## config.mk

```make
export PLATFORM = sky130hd
export DESIGN_NAME = board_cfg_ctrl
export DESIGN_NICKNAME = d
export VERILOG_FILES = /design/src/rtl/bcc_pkg.sv /design/src/rtl/bcc_osc_table.sv /design/src/rtl/bcc_cfg_channel.sv /design/src/rtl/bcc_lock_status.sv /design/src/rtl/board_cfg_ctrl.sv
export SDC_FILE = /design/constraint.sdc
export NUM_CORES = 1
export LEC_CHECK = 0
export BUFFER_PORTS_ARGS = -buffer_cell sky130_fd_sc_hd__clkbuf_2
export CAP_MARGIN = 0
export CORE_ASPECT_RATIO = 0.9
export CORE_MARGIN = 4
export CORE_UTILIZATION = 50
export DETAILED_ROUTE_END_ITERATION = 8
export PLACE_DENSITY_LB_ADDON = 0.08
export SYNTH_ARGS = -nofsm -noshare
export SYNTH_HDL_FRONTEND = slang
export SYNTH_SLANG_ARGS = --single-unit
```

## constraint.sdc

```tcl
create_clock -name clk -period 9.8 [get_ports clk]
set_input_delay 1.96 -clock clk [delete_from_list [all_inputs] [get_ports clk]]
set_output_delay 1.96 -clock clk [all_outputs]
set_load 0.01 [all_outputs]
```

## src/rtl/bcc_pkg.sv

```systemverilog
package bcc_pkg;

    localparam int DATA_W   = 32;
    localparam int ADDR_W   = 12;
    localparam int LOOPS    = 8;
    localparam int MAX_OSC  = 8;

    localparam logic [ADDR_W-1:0] OFF_CFG0   = 12'h000;
    localparam logic [ADDR_W-1:0] OFF_CFG1   = 12'h004;
    localparam logic [ADDR_W-1:0] OFF_SWITCH = 12'h008;
    localparam logic [ADDR_W-1:0] OFF_LOCK   = 12'h00C;
    localparam logic [ADDR_W-1:0] OFF_RTN    = 12'h0A0;
    localparam logic [ADDR_W-1:0] OFF_DOUT   = 12'h0A4;
    localparam logic [ADDR_W-1:0] OFF_CMD    = 12'h0A8;
    localparam logic [ADDR_W-1:0] OFF_STAT   = 12'h0AC;
    localparam logic [ADDR_W-1:0] OFF_REV    = 12'hFF8;
    localparam logic [ADDR_W-1:0] OFF_ID     = 12'hFFC;

    localparam logic [5:0]        FUNC_OSC   = 6'd1;
    localparam logic [DATA_W-1:0] CMD_RESET  = 32'h0010_0000;

    typedef struct packed {
        logic        start;
        logic        wr;
        logic [3:0]  rsv_hi;
        logic [5:0]  func;
        logic [7:0]  rsv_lo;
        logic [11:0] dev;
    } cmd_t;

    typedef struct packed {
        logic err;
        logic done;
    } stat_t;

    function automatic logic word_hit(logic [ADDR_W-1:0] a, logic [ADDR_W-1:0] off);
        return a[ADDR_W-1:2] == off[ADDR_W-1:2];
    endfunction

    function automatic cmd_t cmd_sanitize(logic [DATA_W-1:0] v);
        cmd_t c;
        c        = cmd_t'(v);
        c.start  = 1'b0;
        c.rsv_hi = '0;
        c.rsv_lo = '0;
        return c;
    endfunction

    function automatic logic req_ok(cmd_t c, int unsigned n);
        return (c.func == FUNC_OSC) && (32'(c.dev) < n);
    endfunction

    function automatic logic all_unmasked_locked(logic [LOOPS-1:0] locked,
                                                 logic [LOOPS-1:0] mask);
        return &(locked | mask);
    endfunction

endpackage

```

## src/rtl/bcc_osc_table.sv

```systemverilog
module bcc_osc_table #(
    parameter int                  NUM_OSC   = 4,
    parameter logic [7:0][31:0]    OSC_RESET = '0,
    parameter int                  IDX_W     = (NUM_OSC > 1) ? $clog2(NUM_OSC) : 1
) (
    input  logic             clk,
    input  logic             rst,
    input  logic             we,
    input  logic [IDX_W-1:0] widx,
    input  logic [31:0]      wdata,
    input  logic [IDX_W-1:0] ridx,
    output logic [31:0]      rdata
);

    logic [31:0] entry [NUM_OSC];

    for (genvar g = 0; g < NUM_OSC; g++) begin : g_entry
        always_ff @(posedge clk) begin
            if (rst) begin
                entry[g] <= OSC_RESET[g];
            end else if (we && (widx == IDX_W'(g))) begin
                entry[g] <= wdata;
            end
        end
    end

    always_comb begin
        rdata = '0;
        for (int i = 0; i < NUM_OSC; i++) begin
            if (ridx == IDX_W'(i)) rdata = entry[i];
        end
    end

endmodule

```

## src/rtl/bcc_cfg_channel.sv

```systemverilog
module bcc_cfg_channel
    import bcc_pkg::*;
#(
    parameter int               NUM_OSC   = 4,
    parameter logic [7:0][31:0] OSC_RESET = '0
) (
    input  logic        clk,
    input  logic        rst,
    input  logic        cmd_we,
    input  logic        dout_we,
    input  logic [31:0] wdata,
    output cmd_t        cmd_q,
    output stat_t       stat_q,
    output logic [31:0] rtn_q,
    output logic [31:0] dout_q
);

    localparam int IDX_W = (NUM_OSC > 1) ? $clog2(NUM_OSC) : 1;

    cmd_t        req;
    logic        ok;
    logic        go;
    logic [31:0] tbl_rd;

    assign req = cmd_t'(wdata);
    assign ok  = req_ok(req, NUM_OSC);
    assign go  = cmd_we && req.start;

    bcc_osc_table #(
        .NUM_OSC   (NUM_OSC),
        .OSC_RESET (OSC_RESET),
        .IDX_W     (IDX_W)
    ) u_table (
        .clk   (clk),
        .rst   (rst),
        .we    (go && ok && req.wr),
        .widx  (req.dev[IDX_W-1:0]),
        .wdata (dout_q),
        .ridx  (req.dev[IDX_W-1:0]),
        .rdata (tbl_rd)
    );

    always_ff @(posedge clk) begin
        if (rst) begin
            cmd_q  <= cmd_t'(CMD_RESET);
            stat_q <= '0;
            rtn_q  <= '0;
            dout_q <= '0;
        end else begin
            if (dout_we) dout_q <= wdata;
            if (cmd_we) begin
                cmd_q  <= cmd_sanitize(wdata);
                stat_q <= go ? '{err: ~ok, done: 1'b1} : '0;
                if (go && ok && !req.wr) rtn_q <= tbl_rd;
            end
        end
    end

endmodule

```

## src/rtl/bcc_lock_status.sv

```systemverilog
module bcc_lock_status
    import bcc_pkg::*;
(
    input  logic             clk,
    input  logic             rst,
    input  logic             mask_we,
    input  logic [LOOPS-1:0] mask_in,
    input  logic [LOOPS-1:0] locked,
    output logic [31:0]      value
);

    logic [LOOPS-1:0] mask_q;

    always_ff @(posedge clk) begin
        if (rst)          mask_q <= '0;
        else if (mask_we) mask_q <= mask_in;
    end

    assign value = {mask_q, locked, 15'b0, all_unmasked_locked(locked, mask_q)};

endmodule

```

## src/rtl/board_cfg_ctrl.sv

```systemverilog
module board_cfg_ctrl
    import bcc_pkg::*;
#(
    parameter int               NUM_OSC    = 4,
    parameter logic [7:0][31:0] OSC_RESET  = {32'h0, 32'h0, 32'h0, 32'h0,
                                              32'h0200_0000, 32'h0180_0000,
                                              32'h0100_0000, 32'h0080_0000},
    parameter logic [31:0]      CFG0_RESET = 32'h0,
    parameter int               NUM_LEDS   = 8,
    parameter logic [31:0]      ID_VALUE   = 32'h4100_0010,
    parameter logic [31:0]      REV_VALUE  = 32'h0000_0001
) (
    input  logic                clk,
    input  logic                rst,
    input  logic                wr_en,
    input  logic [11:0]         addr,
    input  logic [31:0]         wdata,
    output logic [31:0]         rdata,
    input  logic [7:0]          loop_locked,
    output logic                remap_o,
    output logic [NUM_LEDS-1:0] led_o
);

    logic [31:0] cfg0_q, cfg1_q;
    logic [31:0] lock_val;
    logic [31:0] cmd_val;
    logic [1:0]  stat_val;
    logic [31:0] rtn_val, dout_val;
    cmd_t        cmd_q;
    stat_t       stat_q;
    wire         unused_ok = &{1'b0, addr[1:0]};

    logic we_cfg0, we_cfg1, we_lock, we_dout, we_cmd;
    assign we_cfg0 = wr_en && word_hit(addr, OFF_CFG0);
    assign we_cfg1 = wr_en && word_hit(addr, OFF_CFG1);
    assign we_lock = wr_en && word_hit(addr, OFF_LOCK);
    assign we_dout = wr_en && word_hit(addr, OFF_DOUT);
    assign we_cmd  = wr_en && word_hit(addr, OFF_CMD);

    always_ff @(posedge clk) begin
        if (rst) begin
            cfg0_q <= CFG0_RESET;
            cfg1_q <= '0;
        end else begin
            if (we_cfg0) cfg0_q <= wdata;
            if (we_cfg1) cfg1_q <= wdata;
        end
    end

    assign remap_o = cfg0_q[0];
    assign led_o   = cfg1_q[NUM_LEDS-1:0];

    bcc_cfg_channel #(
        .NUM_OSC   (NUM_OSC),
        .OSC_RESET (OSC_RESET)
    ) u_chan (
        .clk     (clk),
        .rst     (rst),
        .cmd_we  (we_cmd),
        .dout_we (we_dout),
        .wdata   (wdata),
        .cmd_q   (cmd_q),
        .stat_q  (stat_q),
        .rtn_q   (rtn_val),
        .dout_q  (dout_val)
    );

    assign cmd_val  = cmd_q;
    assign stat_val = stat_q;

    bcc_lock_status u_lock (
        .clk     (clk),
        .rst     (rst),
        .mask_we (we_lock),
        .mask_in (wdata[31:24]),
        .locked  (loop_locked),
        .value   (lock_val)
    );

    always_comb begin
        rdata = '0;
        if      (word_hit(addr, OFF_CFG0)) rdata = cfg0_q;
        else if (word_hit(addr, OFF_CFG1)) rdata = cfg1_q;
        else if (word_hit(addr, OFF_LOCK)) rdata = lock_val;
        else if (word_hit(addr, OFF_RTN))  rdata = rtn_val;
        else if (word_hit(addr, OFF_DOUT)) rdata = dout_val;
        else if (word_hit(addr, OFF_CMD))  rdata = cmd_val;
        else if (word_hit(addr, OFF_STAT)) rdata = {30'b0, stat_val};
        else if (word_hit(addr, OFF_REV))  rdata = REV_VALUE;
        else if (word_hit(addr, OFF_ID))   rdata = ID_VALUE;
    end

endmodule


```

==> reports/qor.yml, run 1 <==
synthCells: 1218
setup_viol: 0
fin_total_pwr_mw: 2.56
netlist_top_cells_area: "edfxtp_1, dfxtp_1, nand2_1"
detail-route-antenna-nets: 0
die_h_um: 158
synthesis.nets: 1273
intPower_mw: 2.01
powerDensity_mw_per_mm2: 179
crit_buf_inv: 4
syn2layout_area_growth_pct: 13.7
ys.flop_type: "dfxtp_1"
grtUsageMet3_pct: 4.58
wl_um: 34800
seq_area_mm2: 0.00699
synthesis.area_mm2: 0.0125
die-width_um: 175
fin_tns_setup_ps: 0
num_rows: 54
r2r_slack_ps: 8550
io_pins: 96
yosysSeqAreaShare_pct: 55.7
critPathMaxStageDelay_ps: 1080
status: "completed"
hpwl_um: 21100
cpMostUsedCell: "clkbuf_2"
cts_resized: 0
slew_viol_final: 0
grt.overflow.total: 0
crit_path_cell_trace: "clkbuf_2, buf_4, inv_1, nor3_2, a22oi_1, a21oi_1, clkbuf_2"
met2_usage_pct: 37.9
drtPass1Iterations: 6
rsz0062_at_grt: "false"
grt_pass1_vias: 8960
design_area_mm2: 0.0143
avgSynthCellArea_um2: 10.3
synth-seq-cells: 285
vias: 9368
antenna_found_initial: 0
yosys_warnings: 0
combPwrFrac_pct: 4.4
multi_input_area_mm2: 0.00517
dpl_cell_area_mm2: 0.0132
synthDistinctLibCells: 49
clk_path_buf_depth: 3
cts_setup_buffers: 0
port_buffers: 93
cap_violations: 0
hp-class: "reg -> reg"
wl_per_cell_um: 21.5
clkPwrFrac_pct: 46.3
timing.final.crit_share_pct: 69.2
antenna-diode-count: 0
arrival_ps: 4820
synthArstFlopShare_pct: 0
synthTopCellsByCount: "nand2_1, dfxtp_1, a21oi_1, edfxtp_1, and2_1"
viasPerCell: 5.78
holdWs_ps: 449
fin_crit_ps: 6780
seqPwrFrac_pct: 49.3
final_nets: 1318
critPathLaunchType: "primary input"
relSlewSlack_pct: 18.7
gr-max-usage-layer: "met2"
skew_ps: 11.8
power_leakage_nw: 5.05
netSwitchingFraction_pct: 21.5
crit_required_ps: 7840
start_util_pct: 51.3
clock.fmax_mhz: 147
synth_top_cell_by_area: "edfxtp_1"
cts.sinks: 285
end_kind: "output port"
finalHoldViolCount: 0
worst-setup-path-type: "in -> out"
cts_tree: "built"
grt.total_usage_pct: 24.9
path_delay_family: "buffers and inverters"
place.gp.congestion: 0.817
drive_gt1_share_pct: 16.7
grt_pass1_wl_um: 53700
grt_max_degree: 95
critPathMaxFanout: 46
core_region_area_mm2: 0.0245
n_fill_cell: 2157
max-vdd-ir-drop_uv: 140
dr.first_iter.drc_count: 958
yosysMostFrequentCell: "nand2_1"
insertion_delay_ps: 550
cts-root-buf: "clkbuf_16"
clkTransAtPathRegs_ps: 60
power.switching_uw: 550
cts_buffers: 29
synth_top_area_share_pct: 30.6
worst_pin_slew_ps: 1210
die_area_mm2: 0.0277
cp_slowest_cell: "nor3_2"
synth_edf_count: 128
htreeDepth: 1
remaining_drc_errors: 0
use_met1_pct: 37.8
holdBufCountCts: 0
[cells in the final DEF (no fill, tap or decap), types with 2 or more instances in the layout]
| master | count |
|---|---|
| nor3_1 | 9 |
| nor4_1 | 13 |
| clkinv_1 | 5 |
| a22oi_1 | 22 |
| nand2_1 | 243 |
| o21ai_0 | 16 |
| clkbuf_16 | 33 |
| buf_4 | 20 |
| nor4_4 | 3 |
| nor2_1 | 76 |
| a21oi_1 | 143 |
| o21ai_4 | 3 |
| mux4_2 | 33 |
| bufinv_16 | 4 |
| inv_1 | 9 |
| mux2_2 | 6 |
| nand3_1 | 6 |
| and2_1 | 118 |
| mux2i_1 | 69 |
| clkbuf_2 | 92 |
| nand2b_1 | 8 |
| clkinvlp_4 | 2 |
| edfxtp_1 | 128 |
| a32oi_1 | 2 |
| a221oi_1 | 3 |
| dfxtp_1 | 157 |
| nor2b_1 | 3 |
| nand4_1 | 3 |
| a2bb2oi_1 | 2 |
| a31oi_1 | 2 |
| clkinv_2 | 4 |
| clkbuf_1 | 2 |
| nor3_2 | 3 |
| and3_2 | 3 |
| o22ai_1 | 18 |
[power groups by stage]
stage,combinational (mW),clock [mW],sequential [mW]
global placement,0.113,0,1.29
floorplan,0.0642,0,1.29
global route,0.120,1.26,1.26
detailed placement,0.112,0,1.29
CTS,0.113,1.20,1.26
finish,0.113,1.19,1.26
[cells by family (layout without fill, tap and decap cells)]
family,count (synthesis),in the layout,synth area share (%)
buffers and inverters,108,175,3.70
AND/OR/NAND/NOR,497,497,18.8
flip-flops,285,285,55.7
multiplexers,108,108,12.0
AO/OA/AOI/OAI,220,220,9.88
[metal layers]
layer	share of wire [%]	wire length, µm
met1	47	16200
met4	1.6	553
met3	8.2	2860
met2	44	15200
met5	0	0
[worst min-delay path: cells and delay by family (launching register included)]
kind             cells  cell delay [ps]
AO/OA/AOI/OAI        1               50
flip-flops           1              300
AND/OR/NAND/NOR      1               50
[path summary, 6_finish.rpt]
kind                            to                         from  cells after the start
setup / recovery         rdata[13]                      addr[2]                      7
hold / removal           cfg1_q[9]                    cfg1_q[9]                      2
setup reg to reg  u_chan.rtn_q[28]  u_chan.u_table.entry[3][28]                      3
hold reg to reg          cfg1_q[9]                    cfg1_q[9]                      2
[per-stage QoR]
| stage | setup WS (ps) | util [%] | instances |
|---|---|---|---|
| finish | 3020 | 58.3 | 1621 |
| CTS | 3080 | 58.3 | 1621 |
| detailed placement | 3080 | 54.1 | 1568 |
| global placement | 3100 | 54.1 | 1568 |
| global route | 2960 | 58.3 | 1621 |
| floorplan | 3470 | - | 1218 |
[flip-flops by register name, indices dropped and copies added (netlist names)]
name,flops
u_chan.u_table.entry,128
cfg0_q,32
cfg1_q,32
u_chan.dout_q,32
u_chan.rtn_q,32
u_chan.cmd_q,19
u_lock.mask_q,8
u_chan.stat_q,2
[cell type report]
cell class              instances  area share (%)
well taps                     336            2.95
repair buffers                113            4.36
clock inverters                17            1.32
flip-flops and latches        285            49.0
inverters                       9           0.237
multi-input cells             825            36.2
clock buffers                  36            5.94
No activity file was read; power rests on OpenSTA's default activity.
==> inputs of run 2 (changes only) <==
==> constraint.sdc (replaced) <==
create_clock -name clk -period 6.95 [get_ports clk]
set_input_delay 1.39 -clock clk [delete_from_list [all_inputs] [get_ports clk]]
set_output_delay 1.39 -clock clk [all_outputs]
set_load 0.01 [all_outputs]
==> reports/qor.yml, run 2 (synthesized netlist as in run 1, its figures left out) <==
status: "completed"  # unchanged
cp_slowest_cell: "nor3_2"  # unchanged
wl_per_cell_um: 21.0  # was 21.5 µm
min_to: "cfg0_q[4]"  # was cfg1_q[9]
cpMostUsedCell: "clkbuf_2"  # unchanged
n_fill_cell: 2140  # was 2157
die_h_um: 158  # unchanged
mostFrequentLayoutCells: "nand2_1, dfxtp_1, a21oi_1, edfxtp_1, and2_1"  # unchanged
hp-class: "reg -> reg"  # unchanged
pre_cts_ws_ps: 1580  # was 3080 ps
grt_pass1_wl_um: 52700  # was 53700 µm
num_rows: 54  # unchanged
critPathMaxStageDelay_ps: 1020  # was 1080 ps
wl_um: 34200  # was 34800 µm
drtPass1Iterations: 6  # unchanged
final_nets: 1320  # was 1318
place.gp.congestion: 0.839  # was 0.817
clk_path_buf_depth: 3  # unchanged
setup_viol: 0  # unchanged
reg2reg_from: "u_chan.u_table.entry[3][27]"  # was u_chan.u_table.entry[3][28]
crit_buf_inv: 2  # was 4
max-vdd-ir-drop_uv: 195  # was 140 µV
worst-setup-path-type: "in -> out"  # unchanged
reg2reg_to: "u_chan.rtn_q[27]"  # was u_chan.rtn_q[28]
hpwl_um: 21500  # was 21100 µm
io_pins: 96  # unchanged
critPathLaunchType: "primary input"  # unchanged
grt_max_degree: 110  # was 95
antenna-diode-count: 0  # unchanged
finalHoldViolCount: 0  # unchanged
viasPerCell: 5.68  # was 5.78
crit_required_ps: 5560  # was 7840 ps
layout_commonest_cell: "nand2_1"  # unchanged
clock.fmax_mhz: 184
power_leakage_nw: 5.01  # was 5.05 nW
timing.final.crit_share_pct: 78.1
antenna_found_initial: 0  # unchanged
path_delay_family: "simple AND/OR/NAND/NOR gates"  # was buffers and inverters
start_util_pct: 51.3  # unchanged
cts-root-buf: "clkbuf_16"  # unchanged
arrival_ps: 4040  # was 4820 ps
cap_violations: 0  # unchanged
remaining_drc_errors: 0  # unchanged
largest-register: "u_chan.u_table.entry"  # unchanged
setup_ws_ps: 1520  # was 3020 ps
end_kind: "output port"  # unchanged
grt_pass1_vias: 9065  # was 8960
fin_tns_setup_ps: 0  # unchanged
r2r_slack_ps: 5720  # was 8550 ps
dr.first_iter.drc_count: 874  # was 958
largest_reg_flops: 128  # unchanged
drive_gt1_share_pct: 16.5  # was 16.7%
slew_viol_final: 0  # unchanged
cts_tree: "built"  # unchanged
rsz0062_at_grt: "false"  # unchanged
skew_ps: 10.4  # was 11.8 ps
hold_start: "cfg0_q[4]"  # was cfg1_q[9]
die-width_um: 175  # unchanged
grt.total_usage_pct: 24.4  # was 24.9%
detail-route-antenna-nets: 0  # unchanged
holdBufCountCts: 0  # unchanged
cts_buffers: 29  # unchanged
cts.sinks: 285  # unchanged
cts_resized: 0  # unchanged
cts_setup_buffers: 0  # unchanged
ff2ff_path_depth: 3  # unchanged
core_region_area_mm2: 0.0245  # unchanged
syn2layout_area_growth_pct: 12.8  # was 13.7%
hold_depth: 2  # unchanged
port_buffers: 93  # unchanged
die_area_mm2: 0.0277  # unchanged
worst_pin_slew_ps: 1150  # was 1210 ps
holdWs_ps: 449  # about the same
vias: 9229  # was 9368
htreeDepth: 1  # unchanged
powerDensity_mw_per_mm2: 242  # was 179 mW/mm²
grt.overflow.total: 0  # unchanged
critPathMaxFanout: 14  # was 46
crit_path_cell_trace: "clkbuf_2, nor4_4, nand2_1, nor3_2, a22oi_1, a21oi_1, clkbuf_2"  # was clkbuf_2, buf_4, inv_1, nor3_2, a22oi_1, a21oi_1, clkbuf_2
fin_crit_ps: 5430
clkTransAtPathRegs_ps: 60  # about the same
relSlewSlack_pct: 22.8  # was 18.7%
insertion_delay_ps: 540  # was 550 ps
## run 2: cell count changes in the layout (fill, tap and decap cells not counted), moves of 2 or more
cell / previous run / this run
bufinv_16: 4 / 0
buf_4: 20 / 22
clkinvlp_4: 2 / 0
clkbuf_1: 2 / 9
clkbuf_16: 33 / 29
clkinv_1: 5 / 2
clkbuf_8: 1 / 8
## run 2: power by group
group          leakage (nW)  internal (mW)  switching (mW)
clock network         0.453          0.853           0.639
logic                  1.98         0.0517           0.107
registers              2.58           1.77         0.00625
## run 2: through the flow
step,power [mW],instances,instance area [µm²],util (%)
floorplan,1.91,1218,12500,-
global placement,1.97,1570,13200,54.1
detailed placement,1.97,1570,13200,54.1
CTS,3.45,1624,14200,57.9
global route,3.53,1624,14200,57.9
finish,3.43,1624,14200,57.9
## run 2: cell type report
cell class                      instances  area [µm²]  share of cell area [%]
Inverter                                9        33.8                   0.239
Timing Repair Buffer                  115         637                    4.50
Tap cell                              336         420                    2.97
Clock buffer                           46         870                    6.14
Clock inverter                          8        41.3                   0.292
Multi-Input combinational cell        825        5170                    36.5
Sequential cell                       285        6990                    49.4
## run 2: how the worst max path moves through the flow
stage | from | end | cells past startpoint
after floorplan | addr[2] | u_chan.u_table.entry[0][0] | 7
after global placement | addr[11] | rdata[13] | 7
after detailed placement | addr[11] | rdata[13] | 7
after CTS | addr[11] | rdata[13] | 7
after global routing | addr[7] | rdata[13] | 7
final | addr[11] | rdata[13] | 7
## run 2: per-layer routing
| layer | track usage [%] | share of wire [%] |
|---|---|---|
| met3 | 3.35 | 6.9 |
| met1 | 37.1 | 47 |
| met4 | 4.64 | 1.6 |
| met2 | 38.3 | 44 |
| met5 | 0 | 0 |
## run 2: worst min-delay path, stage by stage, from the launching register on
cell and delay, ps:
dfxtp_1 300, nand2_1 50, a21oi_1 50
